## src/rtl/pll_ramp_pkg.sv

```systemverilog
package pll_ramp_pkg;

  // Number of fixed intermediate stages before the target write
  localparam int unsigned NUM_STEPS = 3;

  typedef enum logic [1:0] {
    ST_IDLE   = 2'd0,
    ST_ISSUE  = 2'd1,
    ST_SETTLE = 2'd2,
    ST_DONE   = 2'd3
  } ramp_state_e;

  // Intermediate stage frequency in MHz: 200, 300, 400
  function automatic int unsigned step_mhz(int unsigned idx);
    return 100 * (idx + 2);
  endfunction

  // Largest multiple of the reference not above f
  function automatic int unsigned round_to_ref(int unsigned f, int unsigned ref_mhz);
    return (f / ref_mhz) * ref_mhz;
  endfunction

  // Feedback divider for unity reference and post dividers
  function automatic int unsigned fbdiv_for(int unsigned f, int unsigned ref_mhz);
    return f / ref_mhz;
  endfunction

  // Field encoding of a divider value
  function automatic int unsigned div_field(int unsigned div, logic minus_one);
    return minus_one ? (div - 1) : div;
  endfunction

endpackage

```

## src/rtl/pll_ramp_slot_pick.sv

```systemverilog
// Finds the first stage at or after from_i whose frequency lies strictly
// below the target; returns NUM_STEPS (the target slot) when none does.
module pll_ramp_slot_pick
  import pll_ramp_pkg::*;
#(
  parameter int unsigned FREQ_W = 11,
  parameter int unsigned SLOT_W = 2
) (
  input  logic [FREQ_W-1:0] tgt_i,
  input  logic [SLOT_W-1:0] from_i,
  output logic [SLOT_W-1:0] slot_o
);

  logic [NUM_STEPS-1:0] eligible;

  for (genvar g = 0; g < NUM_STEPS; g++) begin : g_elig
    assign eligible[g] = (step_mhz(g) < 32'(tgt_i)) && (from_i <= SLOT_W'(g));
  end

  always_comb begin
    slot_o = SLOT_W'(NUM_STEPS);
    for (int i = NUM_STEPS - 1; i >= 0; i--) begin
      if (eligible[i]) slot_o = SLOT_W'(i);
    end
  end

endmodule

```

## src/rtl/pll_ramp_field_enc.sv

```systemverilog
// Builds the register fields of the write for the current slot.
module pll_ramp_field_enc
  import pll_ramp_pkg::*;
#(
  parameter int unsigned FREQ_W  = 11,
  parameter int unsigned SLOT_W  = 2,
  parameter int unsigned FB_W    = 8,
  parameter int unsigned PD_W    = 3,
  parameter int unsigned REF_MHZ = 25
) (
  input  logic [SLOT_W-1:0] slot_i,
  input  logic [FREQ_W-1:0] tgt_i,
  input  logic              minus_one_i,
  output logic [FB_W-1:0]   fbdiv_o,
  output logic [PD_W-1:0]   refdiv_o,
  output logic [PD_W-1:0]   postdiv1_o,
  output logic [PD_W-1:0]   postdiv2_o,
  output logic              last_o
);

  localparam int unsigned UNITY_DIV = 1;

  logic [31:0] slot_freq;

  assign last_o    = (slot_i == SLOT_W'(NUM_STEPS));
  assign slot_freq = last_o ? 32'(tgt_i) : step_mhz(32'(slot_i));

  assign fbdiv_o    = FB_W'(fbdiv_for(slot_freq, REF_MHZ));
  assign refdiv_o   = PD_W'(UNITY_DIV);
  assign postdiv1_o = PD_W'(div_field(UNITY_DIV, minus_one_i));
  assign postdiv2_o = PD_W'(div_field(UNITY_DIV, minus_one_i));

endmodule

```

## src/rtl/pll_ramp_settle_tmr.sv

```systemverilog
// Down-counter: after load with value N, expire_o is high in the Nth cycle.
module pll_ramp_settle_tmr #(
  parameter int unsigned CNT_W = 8
) (
  input  logic             clk,
  input  logic             rst_n,
  input  logic             load_i,
  input  logic [CNT_W-1:0] len_i,
  output logic             expire_o
);

  logic [CNT_W-1:0] cnt_q;
  logic             run_q;

  always_ff @(posedge clk or negedge rst_n) begin
    if (!rst_n) begin
      cnt_q <= '0;
      run_q <= 1'b0;
    end else if (load_i) begin
      cnt_q <= len_i - CNT_W'(1);
      run_q <= 1'b1;
    end else if (run_q) begin
      if (cnt_q == '0) run_q <= 1'b0;
      else             cnt_q <= cnt_q - CNT_W'(1);
    end
  end

  assign expire_o = run_q && (cnt_q == '0);

endmodule

```

## src/rtl/pll_ramp_seq.sv

```systemverilog
module pll_ramp_seq
  import pll_ramp_pkg::*;
#(
  parameter int unsigned FREQ_W           = 11,
  parameter int unsigned FB_W             = 8,
  parameter int unsigned PD_W             = 3,
  parameter int unsigned ADDR_W           = 16,
  parameter int unsigned BCAST_ADDR       = 0,
  parameter int unsigned REF_MHZ          = 25,
  parameter int unsigned SETTLE_STEP_CYC  = 2000000,
  parameter int unsigned SETTLE_FINAL_CYC = 4000000
) (
  input  logic              clk,
  input  logic              rst_n,
  input  logic              start_i,
  input  logic [FREQ_W-1:0] target_mhz_i,
  input  logic              minus_one_i,
  output logic              wr_valid_o,
  input  logic              wr_ready_i,
  output logic [ADDR_W-1:0] wr_addr_o,
  output logic [FB_W-1:0]   wr_fbdiv_o,
  output logic [PD_W-1:0]   wr_refdiv_o,
  output logic [PD_W-1:0]   wr_postdiv1_o,
  output logic [PD_W-1:0]   wr_postdiv2_o,
  output logic              wr_last_o,
  output logic              busy_o,
  output logic              done_o
);

  localparam int unsigned SLOT_W  = $clog2(NUM_STEPS + 1);
  localparam int unsigned MAX_SET = (SETTLE_STEP_CYC > SETTLE_FINAL_CYC) ?
                                    SETTLE_STEP_CYC : SETTLE_FINAL_CYC;
  localparam int unsigned CNT_W   = $clog2(MAX_SET + 1);

  ramp_state_e       state_q;
  logic [FREQ_W-1:0] tgt_q;
  logic              mode_q;
  logic [SLOT_W-1:0] slot_q;
  logic              final_q;

  // Named internal events
  logic              ramp_accept;
  logic              wr_fire;
  logic              settle_expire;
  logic [FREQ_W-1:0] tgt_round;
  logic [SLOT_W-1:0] start_slot;
  logic [SLOT_W-1:0] next_slot;
  logic [CNT_W-1:0]  settle_len;

  assign ramp_accept = start_i && ((state_q == ST_IDLE) || (state_q == ST_DONE));
  assign wr_valid_o  = (state_q == ST_ISSUE);
  assign wr_fire     = wr_valid_o && wr_ready_i;
  assign tgt_round   = FREQ_W'(round_to_ref(32'(target_mhz_i), REF_MHZ));
  assign settle_len  = wr_last_o ? CNT_W'(SETTLE_FINAL_CYC) : CNT_W'(SETTLE_STEP_CYC);

  pll_ramp_slot_pick #(.FREQ_W(FREQ_W), .SLOT_W(SLOT_W)) u_pick_first (
    .tgt_i  (tgt_round),
    .from_i ('0),
    .slot_o (start_slot)
  );

  pll_ramp_slot_pick #(.FREQ_W(FREQ_W), .SLOT_W(SLOT_W)) u_pick_next (
    .tgt_i  (tgt_q),
    .from_i (slot_q + SLOT_W'(1)),
    .slot_o (next_slot)
  );

  pll_ramp_field_enc #(
    .FREQ_W(FREQ_W), .SLOT_W(SLOT_W), .FB_W(FB_W), .PD_W(PD_W), .REF_MHZ(REF_MHZ)
  ) u_enc (
    .slot_i      (slot_q),
    .tgt_i       (tgt_q),
    .minus_one_i (mode_q),
    .fbdiv_o     (wr_fbdiv_o),
    .refdiv_o    (wr_refdiv_o),
    .postdiv1_o  (wr_postdiv1_o),
    .postdiv2_o  (wr_postdiv2_o),
    .last_o      (wr_last_o)
  );

  pll_ramp_settle_tmr #(.CNT_W(CNT_W)) u_settle (
    .clk      (clk),
    .rst_n    (rst_n),
    .load_i   (wr_fire),
    .len_i    (settle_len),
    .expire_o (settle_expire)
  );

  always_ff @(posedge clk or negedge rst_n) begin
    if (!rst_n) begin
      state_q <= ST_IDLE;
      tgt_q   <= '0;
      mode_q  <= 1'b0;
      slot_q  <= '0;
      final_q <= 1'b0;
    end else begin
      unique case (state_q)
        ST_IDLE, ST_DONE: begin
          if (ramp_accept) begin
            tgt_q   <= tgt_round;
            mode_q  <= minus_one_i;
            slot_q  <= start_slot;
            final_q <= 1'b0;
            state_q <= ST_ISSUE;
          end
        end
        ST_ISSUE: begin
          if (wr_fire) begin
            final_q <= wr_last_o;
            if (!wr_last_o) slot_q <= next_slot;
            state_q <= ST_SETTLE;
          end
        end
        ST_SETTLE: begin
          if (settle_expire) state_q <= final_q ? ST_DONE : ST_ISSUE;
        end
        default: state_q <= ST_IDLE;
      endcase
    end
  end

  assign wr_addr_o = ADDR_W'(BCAST_ADDR);
  assign busy_o    = (state_q == ST_ISSUE) || (state_q == ST_SETTLE);
  assign done_o    = (state_q == ST_DONE);

endmodule

```

## config.mk

```make
export PLATFORM = sky130hd
export DESIGN_NAME = pll_ramp_seq
export DESIGN_NICKNAME = d
export VERILOG_FILES = /design/src/rtl/pll_ramp_pkg.sv /design/src/rtl/pll_ramp_slot_pick.sv /design/src/rtl/pll_ramp_field_enc.sv /design/src/rtl/pll_ramp_settle_tmr.sv /design/src/rtl/pll_ramp_seq.sv
export SDC_FILE = /design/constraint.sdc
export NUM_CORES = 1
export LEC_CHECK = 0
export ABC_AREA = 1
export BUFFER_PORTS_ARGS = -buffer_cell sky130_fd_sc_hd__buf_4
export CELL_PAD_IN_SITES_DETAIL_PLACEMENT = 0
export CELL_PAD_IN_SITES_GLOBAL_PLACEMENT = 2
export CORE_MARGIN = 4
export CORE_UTILIZATION = 35
export CTS_CLUSTER_DIAMETER = 40
export CTS_CLUSTER_SIZE = 28
export DETAILED_ROUTE_END_ITERATION = 10
export PLACE_DENSITY = 0.82
export SYNTH_ARGS = -nofsm -noshare
export SYNTH_HDL_FRONTEND = slang
export SYNTH_HIERARCHICAL = 1
export SYNTH_SLANG_ARGS = --single-unit
```

## constraint.sdc

```tcl
create_clock -name clk -period 18.7 [get_ports clk]
set_input_delay 5.61 -clock clk [delete_from_list [all_inputs] [get_ports clk]]
set_output_delay 5.61 -clock clk [all_outputs]
set_load 0.02 [all_outputs]
```

==> impl_metrics.toml, run 1 <==
[status]
status = "finished clean"

[worst_setup_path]
crit_arrival_ns = 12.50
path_class = "input pin to flip-flop"
critPathMaxFanout = 26
cpMaxStageDelayCell = "fa_1"
critPathLaunchType = "input pin"
worst_path_most_repeated_cell = "nand2_1"
required_ns = 18.91
startpoint = "target_mhz_i[6]"
reg2reg_from = "state_q[1]"
end_kind = "flip-flop"
cpPeakStageDelay_ns = 0.47

[clocking]
path_clk_slew_ns = 0.07
clk_latency_ns = 0.30
htree_num_levels = 2
tritoncts = "done"
ctsResizeCount = 0
cts_root_buf = "clkbuf_16"
cts_made_buffers = 5
holdBufCountCts = 0
post-cts-setup-buffer-count = 0
cts.path.max_buffers = 2
cts.sink_count = 40

[cells_and_area]
final_area_sq_um = 7799
drive_gt1_frac = 0.1729
fillers = 2320
diodes = 0
final_common_cell = "nand2_1"
areaGrowthSynthToFinish_pct = 7.633
layout_common_cells = "nand2_1 (418), inv_1 (151), nor2_1 (85)"
num-nets-final = 1291

[timing]
fin_skew_ns = 0.01305
finalHoldViolations = 0
tns_ns = 0
slew_headroom = 0.4807
fin_crit_sh = 0.6576
rsz0062_at_grt = "false"
slew_violations = 0
whs_ns = 0.4950
max_freq_ghz = 0.08132
tightest_slew_ns = 0.7708
post-route-min-period_ns = 12.30
setup_viol = 0

[synth]
yosysSeqAreaShare = 0.1381
postSynthCellCount = 1200
yosys_warnings = 6
synth.avg_cell_area_sq_um = 6.038
synth_seq_cells = 40
syn_area_sq_um = 7246
synth_cell_type_count = 46

[floorplan]
die_x_um = 151.9
pin_count = 53
placement_rows = 52
die_y_um = 151.9
initial_core_util = 0.3569
die_area_sq_um = 23070
coreArea_sq_um = 20300

[placement]
postPlaceCellArea_sq_um = 7645
gp_congestion = 0.8517
dp_hpwl_mm = 14.36
io_buffers = 28

[detailed_routing]
dr.pass1.iters = 4
wl_mm = 17.78
ant_nets = 0
drc = 0
drtIter0Drc = 240
wl_per_cell_um = 11.79
drt-vias-per-instance = 4.592
vias = 6924

[worst_hold_path]
hold_start = "u_settle/cnt_q[9]"
min_path_type = "flip-flop to flip-flop"

[global_routing]
grt_max_degree = 41
grt_pass1_wl_mm = 30.68
grt.total_usage = 0.1528
grt_pass1_vias = 6452
grt.overflow.total = 0
antenna_found_initial = 0

[job]
maxCapViolations = 0
==> registers in the layout, indices dropped and copies added (netlist names) <==
signal          flops
slot_q              2
mode_q              1
state_q             2
final_q             1
tgt_q              11
u_settle/run_q      1
u_settle/cnt_q     22
==> routing by layer <==
metal | wire length [um] | track usage
met1 | 9224 | 0.2196
met2 | 7953 | 0.2513
met3 | 466 | 0.01507
met4 | 141 | 0.02825
met5 | 0 | 0
==> logic make-up after synthesis <==
group                      share of synthesized area
xor gates and xnor gates                     0.03385
DFF                                           0.1381
AOI/OAI and AO/OA                            0.07322
buffers and inverters                         0.1411
other                                       0.002072
and+or+nand+nor                               0.5426
muxes                                       0.001382
adders and majority gates                    0.06769
==> Yosys cell counts (all sizes together) <==
cell type / n / share of area
inv: 177 / 0.093
mux2i: 1 / 0.0014
conb: 4 / 0.0021
nand3: 92 / 0.096
a31oi: 6 / 0.0052
a21oi: 26 / 0.022
dfrtp: 40 / 0.14
fa: 2 / 0.0055
buf: 42 / 0.044
o21bai: 2 / 0.0021
nand2: 482 / 0.28
a21boi: 5 / 0.0062
nand4: 60 / 0.056
nor2: 126 / 0.092
xor2: 26 / 0.031
xnor2: 2 / 0.0024
nand3b: 9 / 0.013
ha: 36 / 0.062
clkbuf: 3 / 0.0016
nor3: 5 / 0.0055
o21ai: 48 / 0.036
clkinv: 4 / 0.0021
o211ai: 1 / 0.0010
o22ai: 1 / 0.00086
==> worst max-delay path, delay by kind of cell <==
kind | cells | cell delay, ns
XOR/XNOR | 1 | 0.22
buffers and inverters | 7 | 0.64
adder cells (fa/ha/maj) | 6 | 1.66
AND/OR/NAND/NOR | 35 | 3.90
AO/OA/AOI/OAI | 4 | 0.45
==> per-stage QoR <==
stage               utilization  std cells  worst slack, ns
floorplan                     -       1245            6.983
detailed placement       0.3766       1500            6.056
CTS                      0.3842       1508            6.341
global placement         0.3766       1500            6.220
global route             0.3842       1508            5.605
finish                   0.3842       1508            6.403
==> final timing paths <==
check / to / slack (ns) / depth (start not counted)
setup / recovery: slot_q[0] / 6.40 / 53
hold / removal: u_settle/cnt_q[9] / 0.50 / 2
setup reg to reg: u_settle/cnt_q[18] / 15.93 / 15
hold reg to reg: u_settle/cnt_q[9] / 0.50 / 2
max in group asynchronous: tgt_q[10] / 12.99 / 1
min in group asynchronous: u_settle/cnt_q[14] / 5.28 / 1
==> layout make-up <==
class	instances	area, sq um	share of cell area
flip-flops and latches	40	1001	0.1283
inverters	181	689.4	0.08840
clock inverters	2	15.01	0.001925
repair buffers	30	225.2	0.02888
well taps	270	337.8	0.04332
clock buffers	6	138.9	0.01781
multi-input cells	979	5391	0.6913
Power of run 1 is left out: the tool's default activity adds up to more than one toggle a clock period on the data nets, which glitch-free logic cannot reach.
==> inputs of run 2 (changes only) <==
--- a/config.mk
+++ b/config.mk
@@ -5,7 +5,7 @@
 export SDC_FILE = /design/constraint.sdc
 export NUM_CORES = 1
 export LEC_CHECK = 0
-export ABC_AREA = 1
+export ABC_AREA = 0
 export BUFFER_PORTS_ARGS = -buffer_cell sky130_fd_sc_hd__buf_4
 export CELL_PAD_IN_SITES_DETAIL_PLACEMENT = 0
 export CELL_PAD_IN_SITES_GLOBAL_PLACEMENT = 2
@@ -14,7 +14,7 @@
 export CTS_CLUSTER_DIAMETER = 40
 export CTS_CLUSTER_SIZE = 28
 export DETAILED_ROUTE_END_ITERATION = 10
-export PLACE_DENSITY = 0.82
+export PLACE_DENSITY = 0.75
 export SYNTH_ARGS = -nofsm -noshare
 export SYNTH_HDL_FRONTEND = slang
 export SYNTH_HIERARCHICAL = 1
==> constraint.sdc (replaced) <==
create_clock -name clk -period 12.75 [get_ports clk]
set_input_delay 3.825 -clock clk [delete_from_list [all_inputs] [get_ports clk]]
set_output_delay 3.825 -clock clk [all_outputs]
set_load 0.02 [all_outputs]
==> run 2 against run 1 <==
Flip-flop and latch count unchanged. Cell count down 23%. Non-clock buffer count grew 1. Sequential share of layout area up 0.65 points. Core utilization up 0.86 points. Critical path depth shrank 17. Wire length rose by 5.5%. First-iteration DRC count increased by 51%.
==> impl_metrics.toml, run 2 <==
[status]
status = "finished clean"

[clocking]
cts_root_buf = "clkbuf_16"
htree_num_levels = 2
ctsResizeCount = 0
cts.path.max_buffers = 2
post-cts-setup-buffer-count = 0
tritoncts = "done"
holdBufCountCts = 0
cts.sink_count = 40
path_clk_slew_ns = 0.06
clk_latency_ns = 0.29
cts_made_buffers = 5

[synth]
synth_cell_type_count = 116
ys_async_sr_fraction = 1.000
yosysMostFrequentCell = "nor2_1"
synth_compound_area_frac = 0.2926
synth-simple-area-share = 0.2499
yosys_warnings = 6
postSynthCellCount = 849
synth_mux_area_frac = 0.07962
synth_commonest_cells = "nor2_1 (64), nand2_1 (59), a21oi_1 (47)"
synthAdderAreaFrac = 0.07356
synth_xor_area_frac = 0.08312
synth.largest_area_cell = "dfrtp_1"
synth_top_area_share = 0.1471
yosysSeqAreaShare = 0.1471
ys_dominant_reg_cell = "dfrtp_1"
synth_seq_cells = 40
synth_edf_count = 0
synth.area.top_cells = "dfrtp_1 (15%), ha_1 (6.6%), xnor2_1 (4.8%)"
synth_top_family_by_area = "compound AO/OA/AOI/OAI gates"
synth.avg_cell_area_sq_um = 8.014
syn_area_sq_um = 6804

[floorplan]
placement_rows = 50
initial_core_util = 0.3601
coreArea_sq_um = 18890
die_area_sq_um = 21730
die_y_um = 147.4
pin_count = 53
die_x_um = 147.4

[worst_setup_path]
end_kind = "flip-flop"
cpPeakStageDelay_ns = 0.56
worst_path_most_repeated_cell = "ha_1"
critPathLaunchType = "input pin"
path_class = "input pin to flip-flop"
cpMaxStageDelayCell = "a2111oi_1"
required_ns = 12.96
critPathMaxFanout = 14
crit_arrival_ns = 12.10

[cells_and_area]
final_common_cell = "conb_1"
layout_common_cells = "conb_1 (73), nor2_1 (64), nand2_1 (59)"
num-nets-final = 955
drive_gt1_frac = 0.1319
diodes = 0
areaGrowthSynthToFinish_pct = 9.066
regMostFlops = "u_settle/cnt_q"
largest_reg_flops = 22
top_regs = "u_settle/cnt_q x22, tgt_q x11"

[detailed_routing]
drc = 0
vias = 6531
drt-vias-per-instance = 5.620
wl_mm = 18.77
ant_nets = 0
drtIter0Drc = 363
wl_per_cell_um = 16.15
dr.pass1.iters = 5

[timing]
post-route-min-period_ns = 11.89
tightest_slew_ns = 0.9370
max_freq_ghz = 0.08407
slew_headroom = 0.3712
tns_ns = 0
finalHoldViolations = 0
slew_violations = 0
fin_crit_sh = 0.9329
rsz0062_at_grt = "false"
fin_skew_ns = 0.007651
setup_viol = 0

[global_routing]
antenna_found_initial = 0
grt.total_usage = 0.1720
grt_pass1_wl_mm = 32.03
grt_pass1_vias = 6279
grt.overflow.total = 0
grt_max_degree = 65

[placement]
dp_hpwl_mm = 14.53
io_buffers = 28
gp_congestion = 0.8523

[worst_hold_path]
min_path_type = "flip-flop to flip-flop"

[job]
maxCapViolations = 0
## run 2: cell count changes in the layout (fill, tap and decap cells not counted), moves of 17 or more
cell / before / now
a21oi_1: 21 / 47
conb_1: 49 / 73
inv_1: 151 / 31
inv_2: 24 / 2
mux2i_1: 1 / 32
nand2_1: 418 / 59
nand2_2: 51 / 0
nand3_1: 66 / 21
nand4_1: 57 / 4
nor2_1: 85 / 64
nor2_2: 23 / 0
nor2_4: 18 / 1
nor3_1: 2 / 36
xnor2_1: 2 / 37
## run 2: cell families after synthesis
| logic type | Yosys count |
|---|---|
| xor+xnor | 62 |
| simple gates | 302 |
| mux | 51 |
| fa+ha+maj | 39 |
| other cells | 4 |
| flops | 40 |
| compound gates | 263 |
| buf+inv | 88 |
## run 2: layer usage
metal	GRT usage	vias up	routed length (um)
met5	0	-	0
met4	0.03029	0	180
met3	0.01257	12	671
met2	0.2899	133	8943
met1	0.2451	3127	8970
li1	-	3259	-
## run 2: worst max-delay path, delay by kind of cell
kind / cells / cell delay [ns]
AOI/OAI and AO/OA: 16 / 3.90
adders and majority gates: 6 / 1.83
and+or+nand+nor: 10 / 1.73
xor gates and xnor gates: 2 / 0.53
buffers and inverters: 1 / 0.16
muxes: 1 / 0.09
## run 2: layout make-up
cell class	count	area [sq um]
Fill cell	2011	11470
Multi-Input combinational cell	790	5574
Sequential cell	40	1001
Tap cell	260	325.3
Timing Repair Buffer	31	232.7
Clock buffer	6	128.9
Inverter	33	123.9
Clock inverter	2	35.03
## run 2: final timing paths
path                                 start            endpoint  slack, ns  cells after the start
min in group asynchronous            rst_n   u_settle/cnt_q[0]       3.52                      1
min reg2reg                         mode_q              mode_q       0.56                      1
max                        target_mhz_i[8]           slot_q[0]       0.86                     36
min                                 mode_q              mode_q       0.56                      1
max reg2reg                     state_q[1]  u_settle/cnt_q[16]       8.74                     11
max in group asynchronous            rst_n           slot_q[1]       8.85                      1
## run 2: through the flow
step                      cells    util  instance area, sq um  setup slack, ns  hold WS (ns)
after global routing       1162  0.3928                  7421           0.2035        0.5741
after floorplan             918       -                  7063            1.664        0.4794
final                      1162  0.3928                  7421           0.8556        0.5574
after CTS                  1162  0.3928                  7421           0.8814        0.5681
after detailed placement   1154  0.3841                  7257           0.5971        0.5541
after global placement     1154  0.3841                  7257           0.8416        0.5345
Power of run 2 is left out for the same reason.
